**config.mk**
```make
export PLATFORM = sky130hd
export DESIGN_NAME = mult_window_trig
export DESIGN_NICKNAME = d
export VERILOG_FILES = /design/src/rtl/mt_pkg.sv /design/src/rtl/mt_chan_front.sv /design/src/rtl/mt_popcount.sv /design/src/rtl/mt_window_ctrl.sv /design/src/rtl/mult_window_trig.sv
export SDC_FILE = /design/constraint.sdc
export NUM_CORES = 1
export LEC_CHECK = 0
export ABC_AREA = 1
export BUFFER_PORTS_ARGS = -buffer_cell sky130_fd_sc_hd__buf_4
export CORE_ASPECT_RATIO = 0.8
export CORE_UTILIZATION = 54
export CTS_BUF_LIST = sky130_fd_sc_hd__clkbuf_2 sky130_fd_sc_hd__clkbuf_4 sky130_fd_sc_hd__clkbuf_8
export DETAILED_ROUTE_END_ITERATION = 6
export MAX_ROUTING_LAYER = met4
export PLACE_DENSITY_LB_ADDON = 0.3
export SLEW_MARGIN = 20
export SYNTH_ARGS = -nofsm -noshare
export SYNTH_HDL_FRONTEND = slang
export SYNTH_SLANG_ARGS = --single-unit
```
**constraint.sdc**
```tcl
create_clock -name clk -period 6.9 [get_ports clk]
set_input_delay 1.38 -clock clk [delete_from_list [all_inputs] [get_ports clk]]
set_output_delay 1.38 -clock clk [all_outputs]
set_load 0.01 [all_outputs]
```
**src/rtl/mt_pkg.sv**
```systemverilog
package mt_pkg;

  // Window controller state.
  typedef enum logic {
    ST_IDLE = 1'b0,
    ST_OPEN = 1'b1
  } mt_state_e;

  localparam int unsigned MT_DEF_CH    = 64;
  localparam int unsigned MT_DEF_LIM_W = 8;

endpackage

```
**src/rtl/mt_chan_front.sv**
```systemverilog
module mt_chan_front #(
  parameter int unsigned N_CH = 64
) (
  input  logic            clk,
  input  logic            rst,
  input  logic [N_CH-1:0] hit_i,
  input  logic [N_CH-1:0] mask_sh_i,
  input  logic            keep_seen_i,
  output logic [N_CH-1:0] rise_o,
  output logic [N_CH-1:0] seen_o,
  output logic            or_o
);

  logic [N_CH-1:0] masked;
  logic [N_CH-1:0] prev_q;
  logic [N_CH-1:0] seen_q;
  logic            or_q;

  assign masked = hit_i & ~mask_sh_i;

  // Per-channel edge detector and seen latch.
  for (genvar g = 0; g < N_CH; g++) begin : g_ch
    assign rise_o[g] = masked[g] & ~prev_q[g];

    always_ff @(posedge clk) begin
      if (rst) begin
        prev_q[g] <= 1'b0;
        seen_q[g] <= 1'b0;
      end else begin
        prev_q[g] <= masked[g];
        seen_q[g] <= (keep_seen_i & seen_q[g]) | rise_o[g];
      end
    end
  end

  always_ff @(posedge clk) begin
    if (rst) or_q <= 1'b0;
    else     or_q <= |masked;
  end

  assign seen_o = seen_q;
  assign or_o   = or_q;

  // a seen flag may only become set from an edge in the previous cycle
  p_seen_from_edge_r4: assert property (@(posedge clk) disable iff (rst)
    ((seen_q & ~$past(seen_q) & ~$past(rise_o)) == '0));

endmodule

```
**src/rtl/mt_popcount.sv**
```systemverilog
module mt_popcount #(
  parameter int unsigned N_CH  = 64,
  parameter int unsigned CNT_W = $clog2(N_CH + 1)
) (
  input  logic [N_CH-1:0]  vec_i,
  output logic [CNT_W-1:0] cnt_o
);

  always_comb begin
    cnt_o = '0;
    for (int i = 0; i < N_CH; i++) begin
      cnt_o = cnt_o + CNT_W'(vec_i[i]);
    end
  end

endmodule

```
**src/rtl/mt_window_ctrl.sv**
```systemverilog
module mt_window_ctrl
  import mt_pkg::*;
#(
  parameter int unsigned N_CH  = 64,
  parameter int unsigned LIM_W = 8,
  parameter int unsigned CNT_W = $clog2(N_CH + 1)
) (
  input  logic             clk,
  input  logic             rst,
  input  logic [N_CH-1:0]  mask_i,
  input  logic [LIM_W-1:0] lo_i,
  input  logic [LIM_W-1:0] hi_i,
  input  logic [LIM_W-1:0] win_i,
  input  logic             any_rise_i,
  input  logic [CNT_W-1:0] cnt_i,
  output logic [N_CH-1:0]  mask_sh_o,
  output logic             keep_seen_o,
  output logic             trig_o
);

  localparam int unsigned CMP_W = (LIM_W > CNT_W) ? LIM_W : CNT_W;

  mt_state_e        st_q;
  logic [LIM_W-1:0] down_q;
  logic [LIM_W-1:0] lo_sh, hi_sh;
  logic [N_CH-1:0]  mask_sh;
  logic             trig_q;

  logic             closing, free;
  logic [LIM_W-1:0] win_m1;
  logic [CNT_W-1:0] eval_cnt;
  logic [CMP_W-1:0] cnt_x, lo_x, hi_x;
  logic             in_band;

  assign closing     = (st_q == ST_OPEN) && (down_q == '0);
  assign free        = (st_q == ST_IDLE) || closing;
  assign keep_seen_o = (st_q == ST_OPEN) && (down_q != '0);
  assign win_m1      = (win_i == '0) ? '0 : (win_i - LIM_W'(1));

  // Idle evaluates an empty count; closing evaluates the accumulated one.
  assign eval_cnt = closing ? cnt_i : '0;
  assign cnt_x    = CMP_W'(eval_cnt);
  assign lo_x     = CMP_W'(lo_sh);
  assign hi_x     = CMP_W'(hi_sh);
  assign in_band  = (cnt_x >= lo_x) && (cnt_x <= hi_x);

  always_ff @(posedge clk) begin
    if (rst) begin
      st_q    <= ST_IDLE;
      down_q  <= '0;
      lo_sh   <= LIM_W'(1);
      hi_sh   <= '1;
      mask_sh <= '0;
      trig_q  <= 1'b0;
    end else begin
      trig_q <= free && in_band;
      if (free) begin
        lo_sh   <= lo_i;
        hi_sh   <= hi_i;
        mask_sh <= mask_i;
        if (any_rise_i) begin
          st_q   <= ST_OPEN;
          down_q <= win_m1;
        end else begin
          st_q   <= ST_IDLE;
        end
      end else begin
        down_q <= down_q - LIM_W'(1);
      end
    end
  end

  assign mask_sh_o = mask_sh;
  assign trig_o    = trig_q;

  // an open window counts down one step per cycle
  p_down_step_r3: assert property (@(posedge clk) disable iff (rst)
    (st_q == ST_OPEN && down_q != '0) |=>
      (st_q == ST_OPEN && down_q == $past(down_q) - LIM_W'(1)));

  // configuration shadows are frozen inside an open window
  p_cfg_frozen_r8: assert property (@(posedge clk) disable iff (rst)
    (st_q == ST_OPEN && down_q != '0) |=>
      ($stable(lo_sh) && $stable(hi_sh) && $stable(mask_sh)));

  // no pulse while the window is still accepting edges
  p_quiet_inside_r5: assert property (@(posedge clk) disable iff (rst)
    (st_q == ST_OPEN && down_q != '0) |=> !trig_q);

endmodule

```
**src/rtl/mult_window_trig.sv**
```systemverilog
module mult_window_trig #(
  parameter int unsigned N_CH  = 64,
  parameter int unsigned LIM_W = 8
) (
  input  logic             clk,
  input  logic             rst,
  input  logic [N_CH-1:0]  hit_i,
  input  logic [N_CH-1:0]  mask_i,
  input  logic [LIM_W-1:0] lo_lim_i,
  input  logic [LIM_W-1:0] hi_lim_i,
  input  logic [LIM_W-1:0] win_len_i,
  output logic             trig_o,
  output logic             hit_or_o
);

  localparam int unsigned CNT_W = $clog2(N_CH + 1);

  logic [N_CH-1:0]  mask_sh;
  logic [N_CH-1:0]  rise;
  logic [N_CH-1:0]  seen;
  logic             keep_seen;
  logic [CNT_W-1:0] cnt;

  mt_chan_front #(.N_CH(N_CH)) u_front (
    .clk         (clk),
    .rst         (rst),
    .hit_i       (hit_i),
    .mask_sh_i   (mask_sh),
    .keep_seen_i (keep_seen),
    .rise_o      (rise),
    .seen_o      (seen),
    .or_o        (hit_or_o)
  );

  mt_popcount #(.N_CH(N_CH), .CNT_W(CNT_W)) u_pop (
    .vec_i (seen),
    .cnt_o (cnt)
  );

  mt_window_ctrl #(.N_CH(N_CH), .LIM_W(LIM_W), .CNT_W(CNT_W)) u_ctrl (
    .clk         (clk),
    .rst         (rst),
    .mask_i      (mask_i),
    .lo_i        (lo_lim_i),
    .hi_i        (hi_lim_i),
    .win_i       (win_len_i),
    .any_rise_i  (|rise),
    .cnt_i       (cnt),
    .mask_sh_o   (mask_sh),
    .keep_seen_o (keep_seen),
    .trig_o      (trig_o)
  );

  // the OR output stays low after a cycle with no hit line high
  p_or_quiet_r2: assert property (@(posedge clk) disable iff (rst)
    !$past(|hit_i) |-> !hit_or_o);

endmodule

```
==> results of run 1 <==
==> cell families after synthesis <==
group / count (synthesis)
DFF: 219
AOI/OAI and AO/OA: 189
adders and majority gates: 87
and+or+nand+nor: 568
xor gates and xnor gates: 8
buffers and inverters: 344
==> path summary, 6_finish.rpt <==
path | to | slack, ns | from | cells after the start
worst min-delay path | u_front.prev_q[13]$_SDFF_PP0_ | 0.44 | u_ctrl.mask_sh_o[13]$_SDFFE_PP0N_ | 1
worst max-delay path | u_ctrl.trig_o$_SDFF_PP0_ | 0.10 | u_front.seen_o[0]$_SDFF_PP0_ | 28
worst max register to register | u_ctrl.trig_o$_SDFF_PP0_ | 0.10 | u_front.seen_o[0]$_SDFF_PP0_ | 28
worst min register to register | u_front.prev_q[13]$_SDFF_PP0_ | 0.44 | u_ctrl.mask_sh_o[13]$_SDFFE_PP0N_ | 1
==> sequential cells by signal (all words and copies together) (netlist names) <==
register,flops
u_ctrl.trig_o,1
u_front.prev_q,64
u_front.seen_o,64
u_ctrl.st_q,1
u_ctrl.down_q,8
u_front.or_o,1
u_ctrl.mask_sh_o,64
u_ctrl.lo_sh,8
u_ctrl.hi_sh,8
==> area by class of cell <==
class | instances | area (um^2) | share of cell area [%]
Multi-Input combinational cell | 852 | 4940 | 39.0
Sequential cell | 219 | 4390 | 34.6
Tap cell | 258 | 323 | 2.55
Clock inverter | 5 | 62.6 | 0.493
Clock buffer | 52 | 647 | 5.10
Timing Repair Buffer | 161 | 1210 | 9.53
Inverter | 294 | 1110 | 8.72
==> synthesized netlist by cell type, types with 2 or more instances <==
master    instances
a21oi_1          92
buf_4             5
xor2_1            4
buf_6             2
nor3_1           41
nand3b_1         16
xnor2_1           4
nor2_1          264
o22ai_1           6
nand3_1          18
inv_1           291
nand2_2           3
nor2_4            3
nor4_1            5
fa_1             54
clkbuf_1         24
o21ai_1           6
o211ai_1          6
buf_2            18
o21ai_0          76
inv_2             2
ha_1             33
dfxtp_1         219
nand2_1         202
nand4_1          10
==> cell usage in the layout (no fill, tap or decap), types with 2 or more instances in the layout <==
| cell type | Yosys | final |
|---|---|---|
| a21oi_1 | 92 | 91 |
| nand2_1 | 202 | 202 |
| buf_4 | 5 | 161 |
| nand3b_1 | 16 | 16 |
| inv_8 | 0 | 2 |
| nor3_1 | 41 | 40 |
| inv_1 | 291 | 287 |
| nor2_1 | 264 | 264 |
| nand3_1 | 18 | 18 |
| xor2_1 | 4 | 4 |
| dfxtp_1 | 219 | 217 |
| clkbuf_8 | 1 | 41 |
| inv_2 | 2 | 6 |
| nor2_4 | 3 | 3 |
| fa_1 | 54 | 50 |
| o21ai_1 | 6 | 8 |
| o211ai_1 | 6 | 6 |
| nor4_1 | 5 | 5 |
| clkinv_2 | 0 | 2 |
| clkbuf_4 | 0 | 11 |
| ha_1 | 33 | 32 |
| nand4_1 | 10 | 10 |
| o21ai_0 | 76 | 74 |
| nand2_2 | 3 | 3 |
| o22ai_1 | 6 | 6 |
| fa_2 | 0 | 4 |
| xnor2_1 | 4 | 4 |
| dfxtp_2 | 0 | 2 |
==> stage by stage <==
| step | util, % | cells | TNS, ns |
|---|---|---|---|
| after floorplan | - | 1415 | 0 |
| after global placement | 62.3 | 1783 | 0 |
| after detailed placement | 62.3 | 1783 | -0.0623 |
| after CTS | 66.1 | 1840 | 0 |
| after global routing | 66.2 | 1841 | -0.230 |
| final | 66.2 | 1841 | 0 |
==> repair_timing <==
item / CTS / global route
setup endpoints to repair: 1 / 1
buffers inserted: 0 / 1
gates resized for setup: 3 / 11
hold buffers: 0 / 0
pin swaps: 7 / 15
==> worst reg2reg max path: cells and delay by family, from the launching register on <==
family                     cells  cell delay [ns]
buffers and inverters          4             0.23
adders and majority gates     11             4.85
AOI/OAI and AO/OA              4             0.53
and+or+nand+nor                9             0.79
DFF                            1             0.32
==> power groups by stage <==
stage / registers [mW] / logic [mW] / clock network, mW
after floorplan: 1.47 / 2.03 / 0
after global placement: 1.48 / 2.65 / 0
after detailed placement: 1.49 / 2.76 / 0
after CTS: 1.46 / 2.77 / 1.16
after global routing: 1.48 / 3.57 / 1.21
final: 1.46 / 3.05 / 1.13
==> routing by layer <==
layer  share of wire, %  global-route usage (%)  wire length, um
met5                  0                       -                0
met1                 49                    37.0            12300
met4                1.8                    7.24              450
met2                 43                    38.5            10900
met3                6.5                    4.64             1660
==> impl_results.md, run 1 <==
* DR pass1 iterations at 5
* Via count at between 8000 and 9000
* Final instance area at around 13000 um^2
* Pins Over Slew Limit at 0
* Status: complete, no violations
* Crit end category: register
* Cell with the most instances on the worst path: fa_1
* Placer Congestion at approximately 0.9
* Largest net degree at the start of global routing at approximately 100
* GR Util All Layers at a little over a quarter
* Final setup fails at 0
* Reg clk slew, reported paths at about 0.06 ns
* Mapped Nets at 1656
* YS warnings at 0
* Post-synthesis compound-gate area fraction at 9.17%
* Fmax at ~150 MHz
* Via density at slightly below 5
* Largest cells by area after synthesis: dfxtp_1 41%, inv_1 10%, fa_1 10%, nor2_1 9.3%, nand2_1 7.1%
* Period utilization at a little under 100%
* IO Count at 156
* Post-Synth Simple-Gate Area at ~22%
* XOR/XNOR share of the synthesized area at 0.658%
* Avg Cell Area, Syn at between 7 and 8 um^2
* Crit path max-delay family: adder cells
* Max-Cap Viols at 0
* Die Y at 128 um
* Pre-CTS setup slack at -0.0623 ns
* Die extent in x at between 150 and 200 um
* H-tree levels at 2
* Hold slack at around 0.44 ns
* Drt drc at 0
* Maximum vdd ir drop at a little under 0.7 mV
* Crit path max fanout at 2
* Number of global-route vias before repair at between 8000 and 9000
* Largest area contributor in the netlist: dfxtp_1
* First-pass GRT wire length at between 40 and 50 mm
* Total congestion overflow at 0
* WL final at between 20 and 30 mm
* Fraction of layout cells with a size suffix above 1 at between 10% and 20%
* Core area at about 19000 um^2
* Final hold viol count at 0
* Final worst-path setup slack at ~0.10 ns
* CTS tree: built
* Iteration-0 DRC Markers at around 600
* Worst setup path category: register to register
* Sequential-to-total area share from yosys stat at between 40% and 50%
* Syn-to-layout area delta at 19.0%
* Min-delay worst type: register to register
* Placed cell area at around 12000 um^2
* Combinational power share at between 50% and 60%
* CP max stage delay at between 0.5 and 0.6 ns
* Int Power at around 3.4 mW
* Pwr dens at 446 nW/um^2
* Post-Syn Instances at around 1400
* Clock sinks at between 200 and 250
* HPWL after DPL at 19.2 mm
* Psw at about 2.2 mW
* Required time worst endpoint at between 7 and 8 ns
* Number of port buffers at between 150 and 200
* CP bufs+invs at 4
* Startpoint Class: register
* Crit path DAT at 7.26 ns
* Synth cell types at 36
* Sw frac at around 39%
* # rows at 45
* Clk pwr share at between 20% and 30%
* Share of the synthesized area in the top cell type at around 41%
* Worst rel slew slack at approximately 32%
* # diodes at 0
* Root buffer cell: clkbuf_8
* Tightest Pin Transition at around 1.0 ns
* Async set or reset register ratio after synthesis at 0%
* Post-synth EDFFs at 0
* Multiplexer share of the synthesized area at 0%
* Die ar. at about 20000 um^2
* CTS max path bufs at 3
* P_leak at 6.32 nW
* Synth Area in Adders at about 14%
* Power share of the sequential group at about 26%
* Nets at between 1500 and 2000
* Mapped Area at around 11000 um^2
* Fin Clk Skew at around 0.031 ns
* Post-route minimum period at approximately 6.8 ns
* CTS Buf Count at 36
* Fill cells at 1641
* Initial Util at approximately 56%
* Synthesis-stage register bit count at roughly 220
* Slowest CP cell: fa_1
* Antenna violations before repair at 0
* Skew-Pair Late Insertion Delay at 0.54 ns
* RSZ-0062 raised after global routing: yes
* Largest family of logic cells by synthesized area: simple AND/OR/NAND/NOR gates
* Routed Antenna Nets at 0
* Post-synth top flop: dfxtp_1
* Routed len/inst at around 14 um
* Pwr Total at ~5.7 mW
Note: power is estimated with default switching activity, not from simulation.
==> run 2, diff against run 1 <==
--- a/config.mk
+++ b/config.mk
@@ -7,12 +7,14 @@
 export LEC_CHECK = 0
 export ABC_AREA = 1
 export BUFFER_PORTS_ARGS = -buffer_cell sky130_fd_sc_hd__buf_4
+export CAP_MARGIN = 40
 export CORE_ASPECT_RATIO = 0.8
 export CORE_UTILIZATION = 54
 export CTS_BUF_LIST = sky130_fd_sc_hd__clkbuf_2 sky130_fd_sc_hd__clkbuf_4 sky130_fd_sc_hd__clkbuf_8
 export DETAILED_ROUTE_END_ITERATION = 6
 export MAX_ROUTING_LAYER = met4
 export PLACE_DENSITY_LB_ADDON = 0.3
+export RECOVER_POWER = 25
 export SLEW_MARGIN = 20
 export SYNTH_ARGS = -nofsm -noshare
 export SYNTH_HDL_FRONTEND = slang
==> impl_results.md, run 2 (synthesis results as in run 1) <==
* Power share of the sequential group at 25.4% (-0.5 points)
* Via density at 4.86 (about the same)
* Worst rel slew slack at -130% (-160 points)
* Maximum vdd ir drop at 0.711 mV (+3.9%)
* Post-route minimum period at 6.92 ns (+0.129 ns)
* Worst setup path category: register to register
* Die ar. at 20300 um^2 (unchanged)
* Syn-to-layout area delta at 19.4%
* Routed len/inst at 13.8 um (+0.48%)
* # diodes at 0 (unchanged)
* Clock sinks at 219 (unchanged)
* Period utilization at 100% (+1.9 points)
* CTS tree: built
* GRT met2 Usage at 39.2% (+0.72 points)
* Skew-Pair Late Insertion Delay at 0.52 ns (-0.02 ns)
* Crit end category: register
* Nets at 1806 (+0.055%)
* # rows at 45 (unchanged)
* Hold slack at 0.444 ns (+0.00256 ns)
* Via count at 8969 (+0.36%)
* Combinational power share at 55.0% (+1.0 points)
* Number of port buffers at 155 (unchanged)
* Clk pwr share at 19.6% (-0.5 points)
* Finished Core Util at 66.5% (+0.23 points)
* Final worst-path setup slack at -0.0240 ns (-0.129 ns)
* Status: finished, violations left
* CTS Buf Count at 36 (unchanged)
* Most frequent cells in the layout: 285 x inv_1, 265 x nor2_1, 217 x dfxtp_1, 201 x nand2_1, 159 x buf_4
* Drt drc at 0 (unchanged)
* Iteration-0 DRC Markers at 688 (+16%)
* Crit path DAT at 7.32 ns (+0.06 ns)
* FF-to-FF path depth at 27 (-3.6%)
* Fmax at 144 MHz (-1.9%)
* Psw at 2.34 mW (+4.7%)
* Final hold viol count at 0 (unchanged)
* H-tree levels at 2 (unchanged)
* Most crowded layer after global routing: met2
* WL final at 25.6 mm (+0.75%)
* Die Y at 128 um (unchanged)
* Total congestion overflow at 0 (unchanged)
* Antenna violations before repair at 0 (unchanged)
* GR Util All Layers at 26.3% (+0.16 points)
* First-pass GRT wire length at 41.0 mm (+0.41%)
* Final setup fails at 1 (+1)
* IO Count at 156 (unchanged)
* Post-CTS Hold Fix Bufs at 0 (unchanged)
* Fin Clk Skew at 0.0264 ns (-0.00455 ns)
* P_leak at 6.33 nW (+0.13%)
* Root buffer cell: clkbuf_8
* Most common cell after layout, fill and taps aside: inv_1
* Core area at 19100 um^2 (unchanged)
* HPWL after DPL at 19.3 mm (+0.46%)
* Pwr Total at 5.76 mW (+2.0%)
* Met3 Use GR at 4.51% (-0.13 points)
* Int Power at 3.43 mW (+0.20%)
* Worst reg2reg setup slack at -0.02 ns (-0.13 ns)
* Placer Congestion at 0.886 (unchanged)
* Largest net degree at the start of global routing at 80 (-23%)
* Min-delay worst type: register to register
* Tightest Pin Transition at 3.44 ns (+2.42 ns)
* Pins Over Slew Limit at 57 (+57)
* Number of global-route vias before repair at 8271 (-0.74%)
* DR pass1 iterations at 5 (unchanged)
* Die extent in x at 159 um (unchanged)
* Fraction of layout cells with a size suffix above 1 at 16.1% (+0.58 points)
* Initial Util at 55.7% (unchanged)
* Met1 usage at 37.4% (+0.46 points)
* Routed Antenna Nets at 0 (unchanged)
* Failing checks: capacitance limit, slew limit, setup timing
* RSZ-0062 raised after global routing: yes
* CTS max path bufs at 3 (unchanged)
* Required time worst endpoint at 7.30 ns (-0.06 ns)
* Crit path max fanout at 2 (unchanged)
* Sw frac at 40.5% (+1.1 points)
* Hold Path Depth at 1 (unchanged)
* Startpoint Class: register
* Reg clk slew, reported paths at 0.06 ns (about the same)
* Pwr dens at 453 nW/um^2 (+1.6%)
* Max-Cap Viols at 1 (+1)
## run 2: cell count changes in the layout (fill, tap and decap cells not counted), moves of 2 or more
cell / delta
buf_4: -2
clkbuf_4: +2
clkbuf_8: +2
clkinv_2: +2
inv_1: -2
inv_2: +2
inv_8: -2
## run 2: final cells by class
| type | count | area (um^2) |
|---|---|---|
| timing repair buffer | 162 | 1230 |
| tap | 258 | 323 |
| clock buffer | 55 | 682 |
| fill | 1642 | 6420 |
| multi-input combinational | 852 | 4950 |
| inverter | 294 | 1110 |
| clock inverter | 6 | 36.3 |
| sequential | 219 | 4390 |
## run 2: through the flow
step,TNS [ns],instance area [um^2],setup WS [ns],cells
global placement,0,11900,0.0996,1783
CTS,0,12700,0.0138,1845
detailed placement,-0.0335,12000,-0.0335,1784
floorplan,0,10700,0.271,1415
global route,-0.320,12700,-0.320,1846
finish,-0.0240,12700,-0.0240,1846
## run 2: timing repair
| item | in CTS | in global routing |
|---|---|---|
| gates resized for setup | 2 | 19 |
| endpoints found under the setup margin | 1 | 1 |
| setup buffers | 0 | 1 |
| pin swaps | 5 | 25 |
| cloned | 0 | 0 |
## run 2: final timing paths
path | start | end
worst min-delay path | u_ctrl.mask_sh_o[18]$_SDFFE_PP0N_ | u_front.prev_q[18]$_SDFF_PP0_
worst max-delay path | u_front.seen_o[0]$_SDFF_PP0_ | u_ctrl.trig_o$_SDFF_PP0_
worst min register to register | u_ctrl.mask_sh_o[18]$_SDFFE_PP0N_ | u_front.prev_q[18]$_SDFF_PP0_
worst max register to register | u_front.seen_o[0]$_SDFF_PP0_ | u_ctrl.trig_o$_SDFF_PP0_
## run 2: power groups by stage
stage	Sequential, mW	Clock [mW]	Combinational, mW
3_5_place_dp	1.49	0	2.76
2_1_floorplan	1.47	0	2.03
6_report	1.46	1.13	3.17
3_3_place_gp	1.48	0	2.65
5_1_grt	1.48	1.21	3.62
4_1_cts	1.46	1.15	2.78
## run 2: metal layers
metal / share of wire (%) / wire length, um
met1: 49 / 12400
met2: 43 / 10900
met3: 7.4 / 1900
met4: 1.4 / 348
met5: 0 / 0
## run 2: worst max-delay path: stages (launching register included)
cell and delay (ns):
dfxtp_2 0.34, ha_4 0.26, inv_2 0.03, fa_1 0.47, fa_2 0.54, fa_1 0.42
fa_1 0.49, fa_2 0.59, fa_1 0.44, fa_1 0.50, fa_1 0.51, fa_2 0.42
inv_2 0.06, nand3_2 0.05, and2_4 0.13, inv_2 0.05, nand2_2 0.04, inv_2 0.05
o21a_1 0.16, nor2_1 0.06, o21ai_1 0.13, nor2_1 0.07, buf_4 0.13, ha_1 0.29
a21oi_1 0.17, nor2_1 0.06, a221oi_1 0.22, a21oi_1 0.09
